## config.mk

```make
export PLATFORM = sky130hd
export DESIGN_NAME = rptloop_exc_gate
export DESIGN_NICKNAME = d
export VERILOG_FILES = /design/src/rtl/rlg_pkg.sv /design/src/rtl/rlg_slot_classify.sv /design/src/rtl/rlg_rpt_counter.sv /design/src/rtl/rlg_pend_arb.sv /design/src/rtl/rptloop_exc_gate.sv
export SDC_FILE = /design/constraint.sdc
export NUM_CORES = 1
export LEC_CHECK = 0
export BUFFER_PORTS_ARGS = -buffer_cell sky130_fd_sc_hd__buf_2
export CORE_ASPECT_RATIO = 0.5
export CORE_MARGIN = 2
export CORE_UTILIZATION = 55
export DETAILED_ROUTE_END_ITERATION = 12
export PLACE_DENSITY = 0.78
export SKIP_LAST_GASP = 1
export SYNTH_ARGS = -nofsm -noshare
export SYNTH_HDL_FRONTEND = slang
export SYNTH_SLANG_ARGS = --single-unit
```

## constraint.sdc

```tcl
create_clock -name clk -period 23 [get_ports clk]
set_input_delay 5.75 -clock clk [delete_from_list [all_inputs] [get_ports clk]]
set_output_delay 5.75 -clock clk [all_outputs]
set_load 0.1 [all_outputs]
```

## src/rtl/rlg_pkg.sv

```systemverilog
package rlg_pkg;

    typedef enum logic [1:0] {
        CLS_PLAIN  = 2'd0,
        CLS_BRANCH = 2'd1,
        CLS_RPTSET = 2'd2,
        CLS_CTRLLD = 2'd3
    } insn_cls_e;

    typedef enum logic [1:0] {
        SLOT_A = 2'd0,
        SLOT_B = 2'd1,
        SLOT_C = 2'd2
    } slot_e;

    localparam int unsigned TAIL_SLOTS = 3;

    function automatic logic cls_forbidden(input insn_cls_e c);
        return (c != CLS_PLAIN);
    endfunction

endpackage

```

## src/rtl/rlg_slot_classify.sv

```systemverilog
module rlg_slot_classify
    import rlg_pkg::*;
#(
    parameter int unsigned AW = 32,
    parameter int unsigned INSN_BYTES = 2
) (
    input  logic [AW-1:0] loop_first,
    input  logic [AW-1:0] loop_last,
    input  logic [AW-1:0] pc,
    input  logic          active,
    input  insn_cls_e     cls,
    output slot_e         slot,
    output logic          bad_slot
);
    localparam int unsigned SH = (INSN_BYTES > 1) ? $clog2(INSN_BYTES) : 0;
    localparam logic [AW-1:0] STEP2 = AW'(2) << SH;

    logic [AW-1:0] dist_end;
    logic [AW-1:0] span_m1;
    logic [AW-1:0] chk_addr;
    logic          in_loop;
    logic          is_tail;

    always_comb begin
        in_loop  = active && (pc >= loop_first) && (pc <= loop_last);
        dist_end = (loop_last - pc) >> SH;
        span_m1  = (loop_last - loop_first) >> SH;
        is_tail  = in_loop && (dist_end < AW'(TAIL_SLOTS));
        chk_addr = (span_m1 >= AW'(2)) ? (loop_last - STEP2) : loop_first;
        if (is_tail)
            slot = SLOT_C;
        else if (in_loop && pc == loop_first)
            slot = SLOT_B;
        else
            slot = SLOT_A;
        bad_slot = active && (pc == chk_addr) && cls_forbidden(cls);
    end

endmodule

```

## src/rtl/rlg_rpt_counter.sv

```systemverilog
module rlg_rpt_counter #(
    parameter int unsigned CW = 8
) (
    input  logic          clk,
    input  logic          rst,
    input  logic          cnt_wr,
    input  logic [CW-1:0] cnt_wdata,
    input  logic          dec_en,
    output logic [CW-1:0] cnt_q,
    output logic          active
);
    always_ff @(posedge clk) begin
        if (rst)
            cnt_q <= '0;
        else if (cnt_wr)
            cnt_q <= cnt_wdata;
        else if (dec_en && cnt_q != '0)
            cnt_q <= cnt_q - CW'(1);
    end

    assign active = (cnt_q != '0);

endmodule

```

## src/rtl/rlg_pend_arb.sv

```systemverilog
module rlg_pend_arb
    import rlg_pkg::*;
(
    input  logic  clk,
    input  logic  rst,
    input  logic  vld,
    input  logic  illegal,
    input  slot_e slot,
    input  logic  async_req,
    input  logic  ubrk_req,
    output logic  async_take,
    output logic  ubrk_take
);
    logic async_pend_q, ubrk_pend_q;
    logic async_eff, ubrk_eff;
    logic ok_ubrk, ok_async;

    always_comb begin
        async_eff  = async_pend_q | async_req;
        ubrk_eff   = ubrk_pend_q | ubrk_req;
        ok_ubrk    = vld && !illegal && (slot != SLOT_C);
        ok_async   = vld && !illegal && (slot == SLOT_A);
        ubrk_take  = ubrk_eff && ok_ubrk;
        async_take = async_eff && ok_async && !ubrk_take;
    end

    always_ff @(posedge clk) begin
        if (rst) begin
            async_pend_q <= 1'b0;
            ubrk_pend_q  <= 1'b0;
        end else begin
            async_pend_q <= async_eff && !async_take;
            ubrk_pend_q  <= ubrk_eff && !ubrk_take;
        end
    end

endmodule

```

## src/rtl/rptloop_exc_gate.sv

```systemverilog
module rptloop_exc_gate
    import rlg_pkg::*;
#(
    parameter int unsigned AW = 32,
    parameter int unsigned CW = 8,
    parameter int unsigned INSN_BYTES = 2
) (
    input  logic          clk,
    input  logic          rst,
    input  logic [AW-1:0] loop_first,
    input  logic [AW-1:0] loop_last,
    input  logic          cnt_wr,
    input  logic [CW-1:0] cnt_wdata,
    input  logic          insn_vld,
    input  logic [AW-1:0] insn_pc,
    input  logic [1:0]    insn_cls,
    input  logic          async_req,
    input  logic          ubrk_req,
    output logic          async_take,
    output logic          ubrk_take,
    output logic          illegal_take,
    output logic [AW-1:0] ret_pc
);
    logic [CW-1:0] cnt_q;
    logic          active;
    slot_e         slot;
    logic          bad_slot;
    logic          dec_en;

    rlg_slot_classify #(.AW(AW), .INSN_BYTES(INSN_BYTES)) cls_i (
        .loop_first (loop_first),
        .loop_last  (loop_last),
        .pc         (insn_pc),
        .active     (active),
        .cls        (insn_cls_e'(insn_cls)),
        .slot       (slot),
        .bad_slot   (bad_slot)
    );

    assign illegal_take = insn_vld && bad_slot;
    assign dec_en       = insn_vld && active && (insn_pc == loop_last) && !illegal_take;

    rlg_rpt_counter #(.CW(CW)) cnt_i (
        .clk       (clk),
        .rst       (rst),
        .cnt_wr    (cnt_wr),
        .cnt_wdata (cnt_wdata),
        .dec_en    (dec_en),
        .cnt_q     (cnt_q),
        .active    (active)
    );

    rlg_pend_arb arb_i (
        .clk        (clk),
        .rst        (rst),
        .vld        (insn_vld),
        .illegal    (illegal_take),
        .slot       (slot),
        .async_req  (async_req),
        .ubrk_req   (ubrk_req),
        .async_take (async_take),
        .ubrk_take  (ubrk_take)
    );

    assign ret_pc = (async_take || ubrk_take || illegal_take) ? insn_pc : '0;

endmodule

```

# Word level (Yosys, flattened, before mapping)
# Cells that the tools add are included.
# Widths: inputs -> output; s select.
[totals]
out_inout_bits = 35
wordCells = 51
regBits = 10
[op_classes]
n_lt_le_gt_ge = 4
muxes = 6
addsub = 4
bitwise = 2
eq_ne = 4
reduce_logical = 28
[ops]
columns = ["cell", "count"]
rows = [
  ["$eq 32x32->1", 3],
  ["$mux 32", 2],
  ["$sub 32x32->32", 2],
  ["$ge 32x32->1", 1],
  ["$le 32x32->1", 1],
  ["$sub 32x3->32 const B", 1],
  ["$ge 31x2->1 const B", 1],
  ["$lt 31x2->1 const B", 1],
  ["$logic_and 1x1->1", 19],
  ["$mux 8", 2],
  ["$reduce_bool 8->1", 1],
  ["$sub 8x1->8 const B", 1],
  ["$reduce_bool 2->1", 2],
  ["$logic_not 1->1", 3],
  ["$logic_not 2->1", 1],
  ["$logic_or 1x1->1", 2],
  ["$mux 2", 1],
  ["$ne 2x2->1 const B", 1],
  ["$or 1x1->1", 2],
  ["$mux 1", 1],
]

# Longest topological paths before layout
# Gate-level depths: netlist of the first run.
[logic_depth]
depth_word = 16
mapped_depth = 20

# By module
# A second synthesis of the first run with hierarchy kept.
[unflattened]
hier_cells = 997
hier_area_um2 = 6964.2
[modules_own_cells]
columns = ["mod", "n_inst", "cells_each", "area_per_inst_um2"]
rows = [
  ["rlg_slot_classify", 1, 837, 5708.0],
  ["rptloop_exc_gate", 1, 82, 596.8],
  ["rlg_rpt_counter", 1, 67, 533.0],
  ["rlg_pend_arb", 1, 11, 126.4],
]

# Least setup slack after synthesis of the first run
# Ideal clock, no wire load.
[synth_path]
kind = "input -> output"
from = "input loop_first[4]"
to = "output ubrk_take"
path_buffers = 1
stages = 16
path_slack_ns = 5.009
t_arrival_ns = 12.241
cell_sequence = "inv_1 -> ha_1 -> and4_1 -> and3_1 -> a221o_1 -> o21ai_2 -> a31oi_1 -> xor2_1 -> nor4_1 -> nand3_1 -> clkbuf_1 -> mux2i_1 -> xnor2_1 -> nand4bb_1 -> nor4_1 -> nor4_1"
[synth_between]
elab_chain_len = 11
word_cells_on_any_way = 20
[synth_lines]
columns = ["item", "line_no", "text"]
rows = [
  ["from (decl)", "rptloop_exc_gate.sv:10", "input logic [AW-1:0] loop_first,"],
  ["$sub 32x32->32", "rlg_slot_classify.sv:27", "span_m1 = (loop_last - loop_first) >> SH;"],
  ["$ge 31x2->1", "rlg_slot_classify.sv:29", "chk_addr = (span_m1 >= AW'(2)) ? (loop_last - STEP2) : loop_first;"],
  ["$mux 32", "rlg_slot_classify.sv:29", ""],
  ["$eq 32x32->1", "rlg_slot_classify.sv:36", "bad_slot = active && (pc == chk_addr) && cls_forbidden(cls);"],
  ["$logic_and 1x1->1 (2 in a row)", "rlg_slot_classify.sv:36", ""],
  ["$logic_and 1x1->1", "rptloop_exc_gate.sv:40", "assign illegal_take = insn_vld && bad_slot;"],
  ["$logic_not 1->1", "rlg_pend_arb.sv:21", "ok_ubrk = vld && !illegal && (slot != SLOT_C);"],
  ["$logic_and 1x1->1", "rlg_pend_arb.sv:21", ""],
  ["$logic_and 1x1->1 *", "rlg_pend_arb.sv:21", ""],
  ["$logic_and 1x1->1 *", "rlg_pend_arb.sv:23", "ubrk_take = ubrk_eff && ok_ubrk;"],
  ["to (decl)", "rptloop_exc_gate.sv:20", "output logic ubrk_take,"],
]
# Mark *: on every way between the ends. The rest lies on a longest branch, timed or not.

# Worst setup path after layout of the first run
[layout_path]
from = "input loop_last[10]"
to = "output ret_pc[17]"
[layout_between]
elab_chain_len = 16
word_cells_on_any_way = 29
[layout_lines]
columns = ["item", "line_no", "text"]
rows = [
  ["from (decl)", "rptloop_exc_gate.sv:11", "input logic [AW-1:0] loop_last,"],
  ["$sub 32x32->32", "rlg_slot_classify.sv:27", ""],
  ["$ge 31x2->1", "rlg_slot_classify.sv:29", ""],
  ["$mux 32", "rlg_slot_classify.sv:29", ""],
  ["$eq 32x32->1", "rlg_slot_classify.sv:36", ""],
  ["$logic_and 1x1->1 (2 in a row)", "rlg_slot_classify.sv:36", ""],
  ["$logic_and 1x1->1", "rptloop_exc_gate.sv:40", ""],
  ["$logic_not 1->1", "rlg_pend_arb.sv:21, rlg_pend_arb.sv:22", ""],
  ["$logic_and 1x1->1", "rlg_pend_arb.sv:21, rlg_pend_arb.sv:22", ""],
  ["$logic_and 1x1->1", "rlg_pend_arb.sv:21", ""],
  ["$logic_and 1x1->1", "rlg_pend_arb.sv:23", ""],
  ["$logic_not 1->1", "rlg_pend_arb.sv:24", "async_take = async_eff && ok_async && !ubrk_take;"],
  ["$logic_and 1x1->1", "rlg_pend_arb.sv:24", ""],
  ["$logic_or 1x1->1", "rptloop_exc_gate.sv:65", "assign ret_pc = (async_take || ubrk_take || illegal_take) ? insn_pc : '0;"],
  ["$logic_or 1x1->1 *", "rptloop_exc_gate.sv:65", ""],
  ["$mux 32 *", "rptloop_exc_gate.sv:65", ""],
  ["to (decl)", "rptloop_exc_gate.sv:22", "output logic [AW-1:0] ret_pc"],
]
# Marked as above.

==> results of run 1 <==
## cell type report
cell class              count  area share
clock buffers               3     0.00878
inverters                 101      0.0444
flip-flops and latches     10      0.0234
multi-input cells         988       0.803
repair buffers            154      0.0925
well taps                 192      0.0281
## cell usage in the layout (no fill, tap or decap), types with 10 or more instances in the layout
cell	count
a2111oi_0	12
a211oi_1	36
a21o_1	35
a21oi_1	74
a31oi_1	23
a32oi_1	14
and2_1	35
and3_1	13
buf_2	146
dfxtp_1	10
ha_1	97
inv_1	101
mux2i_1	10
nand2_1	106
nand2b_1	24
nand3_1	23
nand4_1	33
nor2_1	90
nor2b_1	11
nor3_1	34
nor4_1	38
o21a_1	15
o21ai_0	47
or3_1	14
or4_1	13
xnor2_1	35
xor2_1	19
## power by group
part | switching, mW | internal, mW | leakage [nW] | total, mW
clock | 0.00903 | 0.0226 | 0.0370 | 0.0317
combinational | 0.156 | 0.0757 | 3.81 | 0.231
sequential | 0.00129 | 0.0186 | 0.0827 | 0.0199
total | 0.166 | 0.117 | 3.93 | 0.283
## through the flow
step / utilization / setup WS, ps / cells
floorplan: - / 5010 / 1149
global placement: 0.624 / 5280 / 1445
detailed placement: 0.624 / 5100 / 1445
CTS: 0.629 / 5090 / 1448
global route: 0.629 / 4520 / 1448
finish: 0.629 / 4910 / 1448
## flip-flops by register name, indices dropped and copies added, names as in the netlist
| name | count |
|---|---|
| cnt_i.cnt_q | 8 |
| arb_i.async_pend_q | 1 |
| arb_i.ubrk_pend_q | 1 |
## worst register-to-register path: stages (launching register included)
cell and delay, ps:
dfxtp_1 410, inv_1 120, ha_1 200, nor4b_1 130, buf_4 180, o21bai_1 210, nor3_1 270, nand4bb_1 180
o41ai_2 670, mux2_1 380, a2111oi_0 350
## routing by layer
| metal | vias to the layer above | wire length [um] | GRT usage |
|---|---|---|---|
| met5 | - | 84 | 0.0404 |
| met1 | 4488 | 13400 | 0.571 |
| met4 | 2 | 602 | 0.0840 |
| met3 | 71 | 4820 | 0.122 |
| met2 | 675 | 12800 | 0.593 |
| li1 | 4557 | - | - |
## worst paths after layout
kind / startpoint / to / slack [ps] / depth (start not counted)
setup / recovery: loop_last[10] / ret_pc[17] / 4910 / 18
hold / removal: cnt_i.cnt_q[4]$_SDFFE_PP0P_ / cnt_i.cnt_q[4]$_SDFFE_PP0P_ / 540 / 2
setup reg to reg: cnt_i.cnt_q[0]$_SDFFE_PP0P_ / cnt_i.cnt_q[7]$_SDFFE_PP0P_ / 19770 / 10
hold reg to reg: cnt_i.cnt_q[4]$_SDFFE_PP0P_ / cnt_i.cnt_q[4]$_SDFFE_PP0P_ / 540 / 2
## logic make-up after synthesis
kind of cell	Yosys count	share of synthesized area
AOI/OAI and AO/OA	352	0.323
muxes	17	0.0233
and+or+nand+nor	466	0.322
xor gates and xnor gates	54	0.0616
buffers and inverters	151	0.0805
DFF	10	0.0261
adders and majority gates	99	0.163
==> flow_summary.toml, run 1 <==
[synthesis]
async_flop_share = 0
synth_nets = 1360
yosysWarningCount = 0
netlist_area_um2 = 7670
yosys.area.top_type = "ha_1"
synth.distinct_cells = 80
ys.flop_type = "dfxtp_1"
synth_most_common_cell = "nand2_1"
synth_top_area_share = 0.158
synth_common_cells = "nand2_1, inv_1, ha_1"
synth-seq-cells = 10
synth_edf_count = 0
synth_area_per_cell_um2 = 6.68
ys_seq_area_frac = 0.0261
ys_top_cells_by_area = "ha_1, nand2_1, inv_1"
synthCells = 1149

[clock_tree]
cts_resized = 0
htree_levels = 1
cts-root-buf = "clkbuf_16"
tritoncts = "built"
clockBufferDepth = 2
postCtsSetupRepairBufs = 0
cts_hold_buffers = 0
cts_buffers = 3
clock_latency_ps = 240
clk_pin_slew_ps = 40
cts.sink_count = 10

[power_and_ir_drop]
power_mw = 0.283
p_leak_nw = 3.93
p_per_area_nw_per_um2 = 33.1
ir_drop_v = 0.0000268

[floorplan]
die_h_um = 87.5
dieArea_um2 = 15000
ios = 147
die_width_um = 171
rows = 30
initial_utilization = 0.565
core_um2 = 13600

[detailed_routing]
via_count = 9793
dr.pass1.iters = 5
first_iter_violations = 1442
routed_wl_um = 31700
drt-wirelength-per-cell_um = 21.9
drcViolationCount = 0
drtAntennaViolNets = 0
viasPerCell = 6.76

[global_route]
first_global_vias = 8677
grt_overflow = 0
grt_use_total = 0.402
antenna_found_initial = 0
grt_pass1_wl_um = 46700
grt_max_degree = 33

[timing]
max_slew_margin = 0.372
final.setup.tns_ps = 0
hold_ws_ps = 542
finalSetupViolCount = 0
tightest_slew_ps = 919
hold_violations = 0
fmax_ghz = 0.0553
slew_viol_final = 0
finClkSkew_ps = 0.596
rsz0062_at_grt = "false"
period_needed_ps = 18090
fin_crit_sh = 0.787

[critical_path]
crit_top_cell = "buf_2"
critical-path-top-delay-family = "simple AND/OR/NAND/NOR gates"
worstPathArrival_ps = 12340
worstPathRequired_ps = 17250
end_kind = "output pin"
crit_fanout = 32
worstSetupStartpointType = "input port"
crit_chain = "buf_2 > ha_1 > and4_1 > and3_1 > a21boi_1 > o21ai_0 > a32o_1 > or4_4 > or4_1 > buf_4 > nor3_4 > a211oi_1 > or3b_2 > nor4_1 > nand3_2 > a21oi_4 > and2_1 > buf_2"
cpPeakStageDelay_ps = 620
path_class = "input port to output pin"
critical-path-slowest-cell = "nor3_4"
path_buf_inv = 3

[layout]
multiInputGateArea_um2 = 6860
antenna_cells = 0
layout.nets = 1469
nFillCells = 1307
area_growth_pct = 11.4
drive_above_1_share = 0.149
seq_area_um2 = 200
stdcell_area_um2 = 8550

[run_status]
status = "completed"

[placed_design]
gp_congestion = 1.07
place_area_um2 = 8470
dp_hpwl_um = 26100
io_buffers = 146

[run]
max_cap_viol_count = 0

[hold_path]
hp-class = "flip-flop to flip-flop"
(Power assumes the default switching activity.)
==> inputs of run 2 (changes only) <==
ABC_AREA = 1   (was unset)
clock period = 18.7 ns   (was 23 ns; I/O delays follow)
==> run 2 against run 1 <==
Effect of this change:
- final area is 6.5% higher
- die area is 6.4% higher
- flip-flop and latch count did not move
- critical path type unchanged
- clock power grew 37%
- critical path depth is 10 higher
- via count increased by 9.3%
- critical endpoint is now ret_pc[6]
- final cell count is 31% higher
- highest routed layer is now met4
- synthesized cell count rose by 36%
- count of clock-buffer cells in the layout is 1 higher
==> flow_summary.toml, run 2 <==
[floorplan]
initial_utilization = 0.564
ios = 147
core_um2 = 14500
die_width_um = 177
die_h_um = 90.3
dieArea_um2 = 15900
rows = 31

[global_route]
gr-usage-met1 = 0.556
grt_overflow = 0
busiest_layer = "met2"
grtUsageMet2 = 0.589
first_global_vias = 9761
antenna_found_initial = 0
grt_max_degree = 44
globalRouteMet3Util = 0.0657
grt_pass1_wl_um = 49100
grt_use_total = 0.384

[layout]
regMostFlops = "cnt_i.cnt_q"
area_growth_pct = 11.2
layout_common_cells = "nand2_1, inv_1, nor2_1, buf_2, nand3_1"
utilization = 0.628
antenna_cells = 0
drive_above_1_share = 0.123
reg_top3 = "cnt_i.cnt_q (8), arb_i.async_pend_q (1), arb_i.ubrk_pend_q (1)"
layout.nets = 1909
layout_commonest_cell = "nand2_1"
nFillCells = 1471
largest_register_ffs = 8

[power_and_ir_drop]
p_per_area_nw_per_um2 = 38.0
sequentialPowerShare = 0.070
p_sw_frac = 0.591
ir_drop_v = 0.0000605
pwr-share-comb = 0.804
power_switching_mw = 0.205
clkPwrFrac = 0.126
p_int_mw = 0.141
p_leak_nw = 5.48

[critical_path]
end_kind = "output pin"
path_class = "input port to output pin"
crit_fanout = 43
worstPathArrival_ps = 10260
worstPathRequired_ps = 14030
worstSetupStartpointType = "input port"

[detailed_routing]
routed_wl_um = 31500
drt-wirelength-per-cell_um = 16.6
via_count = 10700
viasPerCell = 5.65
dr.pass1.iters = 6
drcViolationCount = 0
drtAntennaViolNets = 0
first_iter_violations = 1109

[synthesis]
synth_edf_count = 0
yosys.area.top_type = "nand2_1"
synth_common_cells = "nand2_1, inv_1, nor2_1"
synth_nets = 1777
synth_area_per_cell_um2 = 5.23
synthCells = 1566
ys_top_cells_by_area = "nand2_1, ha_1, inv_1"
synth_most_common_cell = "nand2_1"
yosysWarningCount = 0
ys.flop_type = "dfxtp_1"
synth_top_area_share = 0.243
ys_seq_area_frac = 0.0245
synth-seq-cells = 10
netlist_area_um2 = 8190
synth.distinct_cells = 48
async_flop_share = 0

[timing]
finalSetupViolCount = 0
fin_crit_sh = 0.799
period_needed_ps = 14940
rsz0062_at_grt = "false"
final.setup.tns_ps = 0
hold_violations = 0
tightest_slew_ps = 1270
hold_ws_ps = 535
finClkSkew_ps = 0.567
fmax_ghz = 0.0669
slew_viol_final = 0
max_slew_margin = 0.152

[run_status]
status = "completed"

[clock_tree]
cts.sink_count = 10
cts_resized = 0
tritoncts = "built"
cts_hold_buffers = 0
clockBufferDepth = 2
postCtsSetupRepairBufs = 0
clock_latency_ps = 240
cts_buffers = 3
htree_levels = 1
cts-root-buf = "clkbuf_16"
clk_pin_slew_ps = 40

[placed_design]
dp_hpwl_um = 26900
io_buffers = 146
gp_congestion = 1.14

[run]
max_cap_viol_count = 0

[hold_path]
hp-class = "flip-flop to flip-flop"
## run 2: kinds of logic (layout without fill, tap and decap cells)
group                    count (synthesis)  count (layout)  synth area share
buffers and inverters                  297             428             0.147
flip-flops                              10              10            0.0245
adder cells (fa/ha/maj)                 99              99             0.153
XOR/XNOR                                57              57            0.0610
AO/OA/AOI/OAI                          183             183             0.136
AND/OR/NAND/NOR                        920             920             0.478
## run 2: critical path: stages
cell and delay, ps:
buf_2 90, inv_1 60, nand2_1 200, inv_1 80, fa_1 420, inv_1 110, nand2_1 60, nand2_1 120
nand4_1 140, nand3_1 180, nand2_1 70, nand2_1 70, nand3_1 140, nor2_1 130, nand2_1 80, nor2_4 660
nand2_4 450, nand2_1 240, nand3_1 80, nand2_1 110, nand3_1 80, or2_1 230, nor2_1 100, nand2_1 80
nor2_2 140, nand4_4 600, a21oi_2 360, buf_2 470
## run 2: metal layers
metal	share of wire	wire, um
met4	0.020	643
met1	0.45	14200
met3	0.12	3810
met2	0.41	12800
met5	0	0
## run 2: metrics by stage
stage | instances | worst slack [ps] | power [mW] | instance area [um2]
finish | 1895 | 3760 | 0.346 | 9110
global route | 1895 | 3310 | 0.373 | 9110
CTS | 1895 | 3990 | 0.336 | 9110
detailed placement | 1891 | 4010 | 0.292 | 9020
global placement | 1891 | 4060 | 0.287 | 9020
floorplan | 1566 | 4810 | 0.219 | 8190
## run 2: layout make-up
| cell class | count | area, um2 | area share |
|---|---|---|---|
| multi-input cells | 1259 | 6800 | 0.746 |
| inverters | 278 | 1040 | 0.115 |
| repair buffers | 146 | 731 | 0.0802 |
| well taps | 198 | 248 | 0.0272 |
| flip-flops and latches | 10 | 200 | 0.0220 |
| clock buffers | 4 | 88.8 | 0.00975 |
## run 2: power by group through the flow
stage	sequential, mW	clock, mW	combinational (mW)
2_1_floorplan	0.0243	0	0.195
3_3_place_gp	0.0244	0	0.262
3_5_place_dp	0.0246	0	0.268
4_1_cts	0.0242	0.0424	0.270
5_1_grt	0.0244	0.0441	0.305
6_report	0.0243	0.0435	0.278
## run 2: worst paths after layout
check                               from                          end  slack [ps]  depth (start not counted)
max                         loop_last[0]                    ret_pc[6]        3760                         28
min          cnt_i.cnt_q[7]$_SDFFE_PP0P_  cnt_i.cnt_q[7]$_SDFFE_PP0P_         530                          2
max reg2reg  cnt_i.cnt_q[0]$_SDFFE_PP0P_  cnt_i.cnt_q[2]$_SDFFE_PP0P_       16120                         14
min reg2reg  cnt_i.cnt_q[7]$_SDFFE_PP0P_  cnt_i.cnt_q[7]$_SDFFE_PP0P_         530                          2
